## config.mk

```make
export PLATFORM = sky130hd
export DESIGN_NAME = radio_pin_ctrl
export DESIGN_NICKNAME = d
export VERILOG_FILES = /design/src/rtl/radio_pin_pkg.sv /design/src/rtl/rpc_regfile.sv /design/src/rtl/rpc_pin_driver.sv /design/src/rtl/rpc_readback.sv /design/src/rtl/radio_pin_ctrl.sv
export SDC_FILE = /design/constraint.sdc
export NUM_CORES = 1
export LEC_CHECK = 0
export BUFFER_PORTS_ARGS = -buffer_cell sky130_fd_sc_hd__buf_2
export CAP_MARGIN = 25
export CORE_MARGIN = 2
export CORE_UTILIZATION = 40
export DETAILED_ROUTE_END_ITERATION = 12
export PLACE_DENSITY = 0.61
export SLEW_MARGIN = 30
export SYNTH_ARGS = -nofsm -noshare
export SYNTH_HDL_FRONTEND = slang
export SYNTH_HIERARCHICAL = 1
export SYNTH_SLANG_ARGS = --single-unit
```

## constraint.sdc

```tcl
create_clock -name clk -period 1.5 [get_ports clk]
set_input_delay 0.3 -clock clk [delete_from_list [all_inputs] [get_ports clk]]
set_output_delay 0.3 -clock clk [all_outputs]
set_load 0.02 [all_outputs]
```

## src/rtl/radio_pin_pkg.sv

```systemverilog
package radio_pin_pkg;

  typedef enum logic [1:0] {
    ACT_IDLE = 2'b00,
    ACT_RX   = 2'b01,
    ACT_TX   = 2'b10,
    ACT_FDX  = 2'b11
  } activity_e;

  localparam int REG_IDLE   = 0;
  localparam int REG_RX     = 1;
  localparam int REG_TX     = 2;
  localparam int REG_FDX    = 3;
  localparam int REG_MODE   = 4;
  localparam int REG_DIR    = 5;
  localparam int REG_STATIC = 6;
  localparam int NUM_REGS   = 7;

endpackage

```

## src/rtl/rpc_regfile.sv

```systemverilog
module rpc_regfile #(
  parameter int PIN_W     = 32,
  parameter int ADDR_W    = 8,
  parameter int BASE_ADDR = 0,
  parameter int STRIDE    = 4
) (
  input  logic                                            clk,
  input  logic                                            rst,
  input  logic                                            wr_en,
  input  logic [ADDR_W-1:0]                               wr_addr,
  input  logic [PIN_W-1:0]                                wr_data,
  output logic [radio_pin_pkg::NUM_REGS-1:0][PIN_W-1:0]   regs_o
);
  localparam int NREG = radio_pin_pkg::NUM_REGS;

  // One register per address slot; only an exact address match writes.
  for (genvar k = 0; k < NREG; k++) begin : g_reg
    localparam logic [ADDR_W-1:0] SLOT_ADDR = ADDR_W'(BASE_ADDR + k * STRIDE);
    always_ff @(posedge clk) begin
      if (rst)
        regs_o[k] <= '0;
      else if (wr_en && (wr_addr == SLOT_ADDR))
        regs_o[k] <= wr_data;
    end
  end

endmodule

```

## src/rtl/rpc_pin_driver.sv

```systemverilog
module rpc_pin_driver #(
  parameter int PIN_W = 32
) (
  input  logic                                            clk,
  input  logic                                            rst,
  input  logic [radio_pin_pkg::NUM_REGS-1:0][PIN_W-1:0]   regs_i,
  input  logic                                            tx_active,
  input  logic                                            rx_active,
  output logic [PIN_W-1:0]                                pin_out,
  output logic [PIN_W-1:0]                                pin_oe
);
  import radio_pin_pkg::*;

  activity_e        act;
  logic [PIN_W-1:0] pattern;
  logic [PIN_W-1:0] mode;
  logic [PIN_W-1:0] next_out;

  assign act  = activity_e'({tx_active, rx_active});
  assign mode = regs_i[REG_MODE];

  always_comb begin
    unique case (act)
      ACT_IDLE: pattern = regs_i[REG_IDLE];
      ACT_RX:   pattern = regs_i[REG_RX];
      ACT_TX:   pattern = regs_i[REG_TX];
      default:  pattern = regs_i[REG_FDX];
    endcase
  end

  // Per-pin choice between the live pattern and the static word.
  for (genvar i = 0; i < PIN_W; i++) begin : g_pin
    assign next_out[i] = mode[i] ? pattern[i] : regs_i[REG_STATIC][i];
  end

  always_ff @(posedge clk) begin
    if (rst) begin
      pin_out <= '0;
      pin_oe  <= '0;
    end else begin
      pin_out <= next_out;
      pin_oe  <= regs_i[REG_DIR];
    end
  end

endmodule

```

## src/rtl/rpc_readback.sv

```systemverilog
module rpc_readback #(
  parameter int PIN_W        = 32,
  parameter int ADDR_W       = 8,
  parameter int RB_ADDR      = 'h40,
  parameter bit HAS_READBACK = 1'b1
) (
  input  logic              clk,
  input  logic              rst,
  input  logic [PIN_W-1:0]  pin_in,
  input  logic [PIN_W-1:0]  pin_out,
  input  logic [PIN_W-1:0]  pin_oe,
  input  logic [ADDR_W-1:0] rd_addr,
  output logic [PIN_W-1:0]  rd_data
);
  localparam logic [ADDR_W-1:0] RB_SLOT = ADDR_W'(RB_ADDR);

  if (HAS_READBACK) begin : g_rb
    logic [PIN_W-1:0] sync_q1;
    logic [PIN_W-1:0] sync_q2;
    logic [PIN_W-1:0] word;

    always_ff @(posedge clk) begin
      if (rst) begin
        sync_q1 <= '0;
        sync_q2 <= '0;
      end else begin
        sync_q1 <= pin_in;
        sync_q2 <= sync_q1;
      end
    end

    assign word = (pin_oe & pin_out) | (~pin_oe & sync_q2);

    always_ff @(posedge clk) begin
      if (rst)
        rd_data <= '0;
      else
        rd_data <= (rd_addr == RB_SLOT) ? word : '0;
    end
  end else begin : g_no_rb
    logic unused_rb;
    assign unused_rb = ^{clk, rst, pin_in, pin_out, pin_oe, rd_addr};
    assign rd_data   = '0;
  end

endmodule

```

## src/rtl/radio_pin_ctrl.sv

```systemverilog
module radio_pin_ctrl #(
  parameter int PIN_W        = 32,
  parameter int ADDR_W       = 8,
  parameter int BASE_ADDR    = 0,
  parameter int STRIDE       = 4,
  parameter int RB_ADDR      = 'h40,
  parameter bit HAS_READBACK = 1'b1
) (
  input  logic              clk,
  input  logic              rst,
  input  logic              wr_en,
  input  logic [ADDR_W-1:0] wr_addr,
  input  logic [PIN_W-1:0]  wr_data,
  input  logic              tx_active,
  input  logic              rx_active,
  input  logic [PIN_W-1:0]  pin_in,
  input  logic [ADDR_W-1:0] rd_addr,
  output logic [PIN_W-1:0]  rd_data,
  output logic [PIN_W-1:0]  pin_out,
  output logic [PIN_W-1:0]  pin_oe
);
  logic [radio_pin_pkg::NUM_REGS-1:0][PIN_W-1:0] regs;

  rpc_regfile #(
    .PIN_W(PIN_W), .ADDR_W(ADDR_W), .BASE_ADDR(BASE_ADDR), .STRIDE(STRIDE)
  ) regfile_i (
    .clk(clk), .rst(rst), .wr_en(wr_en), .wr_addr(wr_addr),
    .wr_data(wr_data), .regs_o(regs)
  );

  rpc_pin_driver #(.PIN_W(PIN_W)) driver_i (
    .clk(clk), .rst(rst), .regs_i(regs), .tx_active(tx_active),
    .rx_active(rx_active), .pin_out(pin_out), .pin_oe(pin_oe)
  );

  rpc_readback #(
    .PIN_W(PIN_W), .ADDR_W(ADDR_W), .RB_ADDR(RB_ADDR), .HAS_READBACK(HAS_READBACK)
  ) readback_i (
    .clk(clk), .rst(rst), .pin_in(pin_in), .pin_out(pin_out),
    .pin_oe(pin_oe), .rd_addr(rd_addr), .rd_data(rd_data)
  );

endmodule

```

==> impl_metrics.sql <==
INSERT INTO impl_metrics (metric_group, metric, value, unit) VALUES
('status', 'status', 'finished clean', ''),
('cts', 'bufs_on_longest_clock_path', '3', ''),
('timing', 'worst_slew_margin_rel', '0.7358', ''),
('cells_and_area', 'final_cell_count_no_fill', '2094', ''),
('cells_and_area', 'num-nets-final', '1630', ''),
('power_and_ir_drop', 'post-layout-total-power', '0.02151', 'W'),
('floorplan', 'die-width', '202.2', 'um'),
('floorplan', 'die_area', '40890', 'um2'),
('cells_and_area', 'layout_commonest_cell', 'dfxtp_1', ''),
('timing', 'final_hold_viol_count', '0', ''),
('floorplan', 'dieHeight', '202.2', 'um'),
('grt', 'grt_antenna_before_repair', '0', ''),
('placed_design', 'post-place-cells', '1986', ''),
('cts', 'post_cts.repair.setup_buffers', '0', ''),
('cts', 'cts_tree', 'yes', ''),
('route', 'drtPass1Iterations', '4', ''),
('critical_path', 'critical_path.startpoint_type', 'register', ''),
('critical_path', 'worst_ep_arrival_time', '1.12', 'ns'),
('route', 'drt_drc_violations_left', '0', ''),
('grt', 'met2_use_gr', '0.2811', ''),
('cells_and_area', 'most-common-layout-cells', 'dfxtp_1 (383), mux2i_1 (320), nand2b_1 (256)', ''),
('timing', 'final_critical_path_setup_slack', '0.08390', 'ns'),
('logic_synthesis', 'post-synth-top-area-fraction', '0.4892', ''),
('timing', 'finalSetupTns', '0', 'ns'),
('power_and_ir_drop', 'power_leakage', '8.199', 'nW'),
('logic_synthesis', 'synth-seq-area-share', '0.4892', ''),
('critical_path', 'cell_with_the_largest_stage_delay_on_the_worst_path', 'dfxtp_1', ''),
('cts', 'cts.root.buffer_cell', 'clkbuf_16', ''),
('critical_path', 'worst-endpoint-required', '1.20', 'ns'),
('timing', 'report.final.setup_viol', '0', ''),
('critical_path', 'timing.critical_path.slowest_cell_delay', '0.38', 'ns'),
('min_path', 'hold_startpoint', 'rst', ''),
('placed_design', 'hpwlAfterDp', '21.76', 'mm'),
('logic_synthesis', 'post_synthesis_net_count', '1416', ''),
('job', 'maxCapViolations', '0', ''),
('floorplan', 'initial_core_util', '0.4057', ''),
('floorplan', 'floorplan.io_pins', '181', ''),
('cells_and_area', 'final.fill_count', '3541', ''),
('timing', 'fin_worst_skew', '0.004623', 'ns'),
('logic_synthesis', 'synth.yosys.warnings', '6', ''),
('grt', 'grtUsageTotal', '0.1661', ''),
('cts', 'htree_levels', '2', ''),
('grt', 'met3_demand_to_capacity_share_in_global_routing', '0.03176', ''),
('timing', 'timing.final.max_slew_violations', '0', ''),
('critical_path', 'critPathLaunch', 'driver_i/pin_out[7]$_SDFF_PP0_', ''),
('logic_synthesis', 'syn-instance-count', '1331', ''),
('logic_synthesis', 'post-synth-top-area-cell', 'dfxtp_1', ''),
('grt', 'grtUsageMet1', '0.2175', ''),
('timing', 'fmax', '706.2', 'MHz'),
('critical_path', 'crit-reg2reg-launch', 'regfile_i/regs_o[159]$_SDFFE_PP0P_', ''),
('critical_path', 'critical_path_buf_inv_count', '1', ''),
('logic_synthesis', 'yosys.cell_types.count', '26', ''),
('power_and_ir_drop', 'max-vdd-ir-drop', '0.8955', 'mV'),
('logic_synthesis', 'synthTopCellsByArea', 'dfxtp_1 (49%), mux2i_1 (20%), nand2b_1 (10%)', ''),
('grt', 'via_count_of_the_first_global_routing_pass', '10040', ''),
('grt', 'grt_start_max_net_pins', '47', ''),
('cells_and_area', 'drive_above_1_share', '0.2468', ''),
('grt', 'grt_pass1_wl', '54.51', 'mm'),
('critical_path', 'worstSetupPathType', 'register to primary output', ''),
('grt', 'grt_overflow', '0', ''),
('timing', 'rsz0062_at_grt', 'false', ''),
('cts', 'tritoncts_num_sinks', '384', ''),
('route', 'dr_vias', '9966', ''),
('cts', 'numCtsBuffers', '43', ''),
('cells_and_area', 'areaGrowthSynthToFinish', '20.43', '%'),
('cts', 'worst_skew_pair.late_latency', '0.55', 'ns'),
('placed_design', 'io_buffers', '180', ''),
('logic_synthesis', 'postSynthRegisterBits', '384', ''),
('cts', 'worst_setup_hold_path_clk_slew', '0.06', 'ns'),
('cells_and_area', 'total_inserted_antenna_cells', '0', ''),
('floorplan', 'floorplan.core_area', '38740', 'um2');
==> kinds of logic after synthesis <==
logic type             share of synthesized area
AO/OA/AOI/OAI                            0.02978
buffers and inverters                    0.05024
flip-flops                                0.4892
AND/OR/NAND/NOR                           0.2269
multiplexers                              0.2038
==> power breakdown <==
group	internal, W	switching (W)
clock network	0.00609	0.00408
logic	0.000502	0.000520
registers	0.0103	0.0000210
==> worst paths after layout <==
path         cells after the start  slack, ns                                endpoint
max                              1       0.08                              pin_out[7]
min                              2       0.13          driver_i/pin_oe[20]$_SDFF_PP0_
max reg2reg                      3       0.37         driver_i/pin_out[31]$_SDFF_PP0_
min reg2reg                      1       0.43  readback_i/g_rb.sync_q2[12]$_SDFF_PP0_
==> Yosys cell counts <==
master            n
o221ai_1          2
buf_8             6
nand2b_1        257
clkbuf_1         42
mux2i_1         320
or3_1             1
nand3b_1         35
and4bb_2          1
or4_4             1
dlymetal6s2s_1    1
or3b_2           20
and3b_1           2
o221ai_2         30
or3b_1           44
buf_12            6
nor4_1            2
nand3_2           3
buf_2             6
buf_6            28
nor4_2           30
buf_4             6
dfxtp_1         384
nor2b_1          96
nor4_4            1
buf_1             5
nor4b_4           2
==> routing by layer <==
layer | wire (um) | vias to the layer above
met5 | 0 | -
met4 | 605 | 0
met3 | 1125 | 52
met2 | 16180 | 144
met1 | 16090 | 4752
li1 | - | 5018
==> registers in the layout, indices dropped and copies added (netlist names) <==
name,count
driver_i/pin_out,32
readback_i/g_rb.sync_q2,32
regfile_i/regs_o,224
driver_i/pin_oe,32
readback_i/g_rb.sync_q1,32
readback_i/rd_data,32
==> through the flow <==
step | hold slack, ns | util | instance area (um2)
floorplan | 0.4138 | - | 15710
global placement | 0.4177 | 0.4452 | 17240
detailed placement | 0.4231 | 0.4452 | 17240
CTS | 0.1144 | 0.4885 | 18920
global route | 0.1326 | 0.4885 | 18920
finish | 0.1318 | 0.4885 | 18920
==> cell type report <==
type | count | area [um2] | share of cell area
clock buffers | 66 | 1255 | 0.06631
well taps | 518 | 648.1 | 0.03425
multi-input cells | 847 | 7242 | 0.3827
flip-flops and latches | 384 | 7689 | 0.4063
repair buffers | 269 | 1987 | 0.1050
clock inverters | 10 | 103.9 | 0.005488
==> repair_timing <==
action | 4_1_cts | 5_1_grt
hold endpoints to repair | 32 | 0
hold buffers | 32 | 0
gates resized for setup | 1 | 0
setup endpoints to repair | 1 | 0
(Power assumes the default switching activity.)
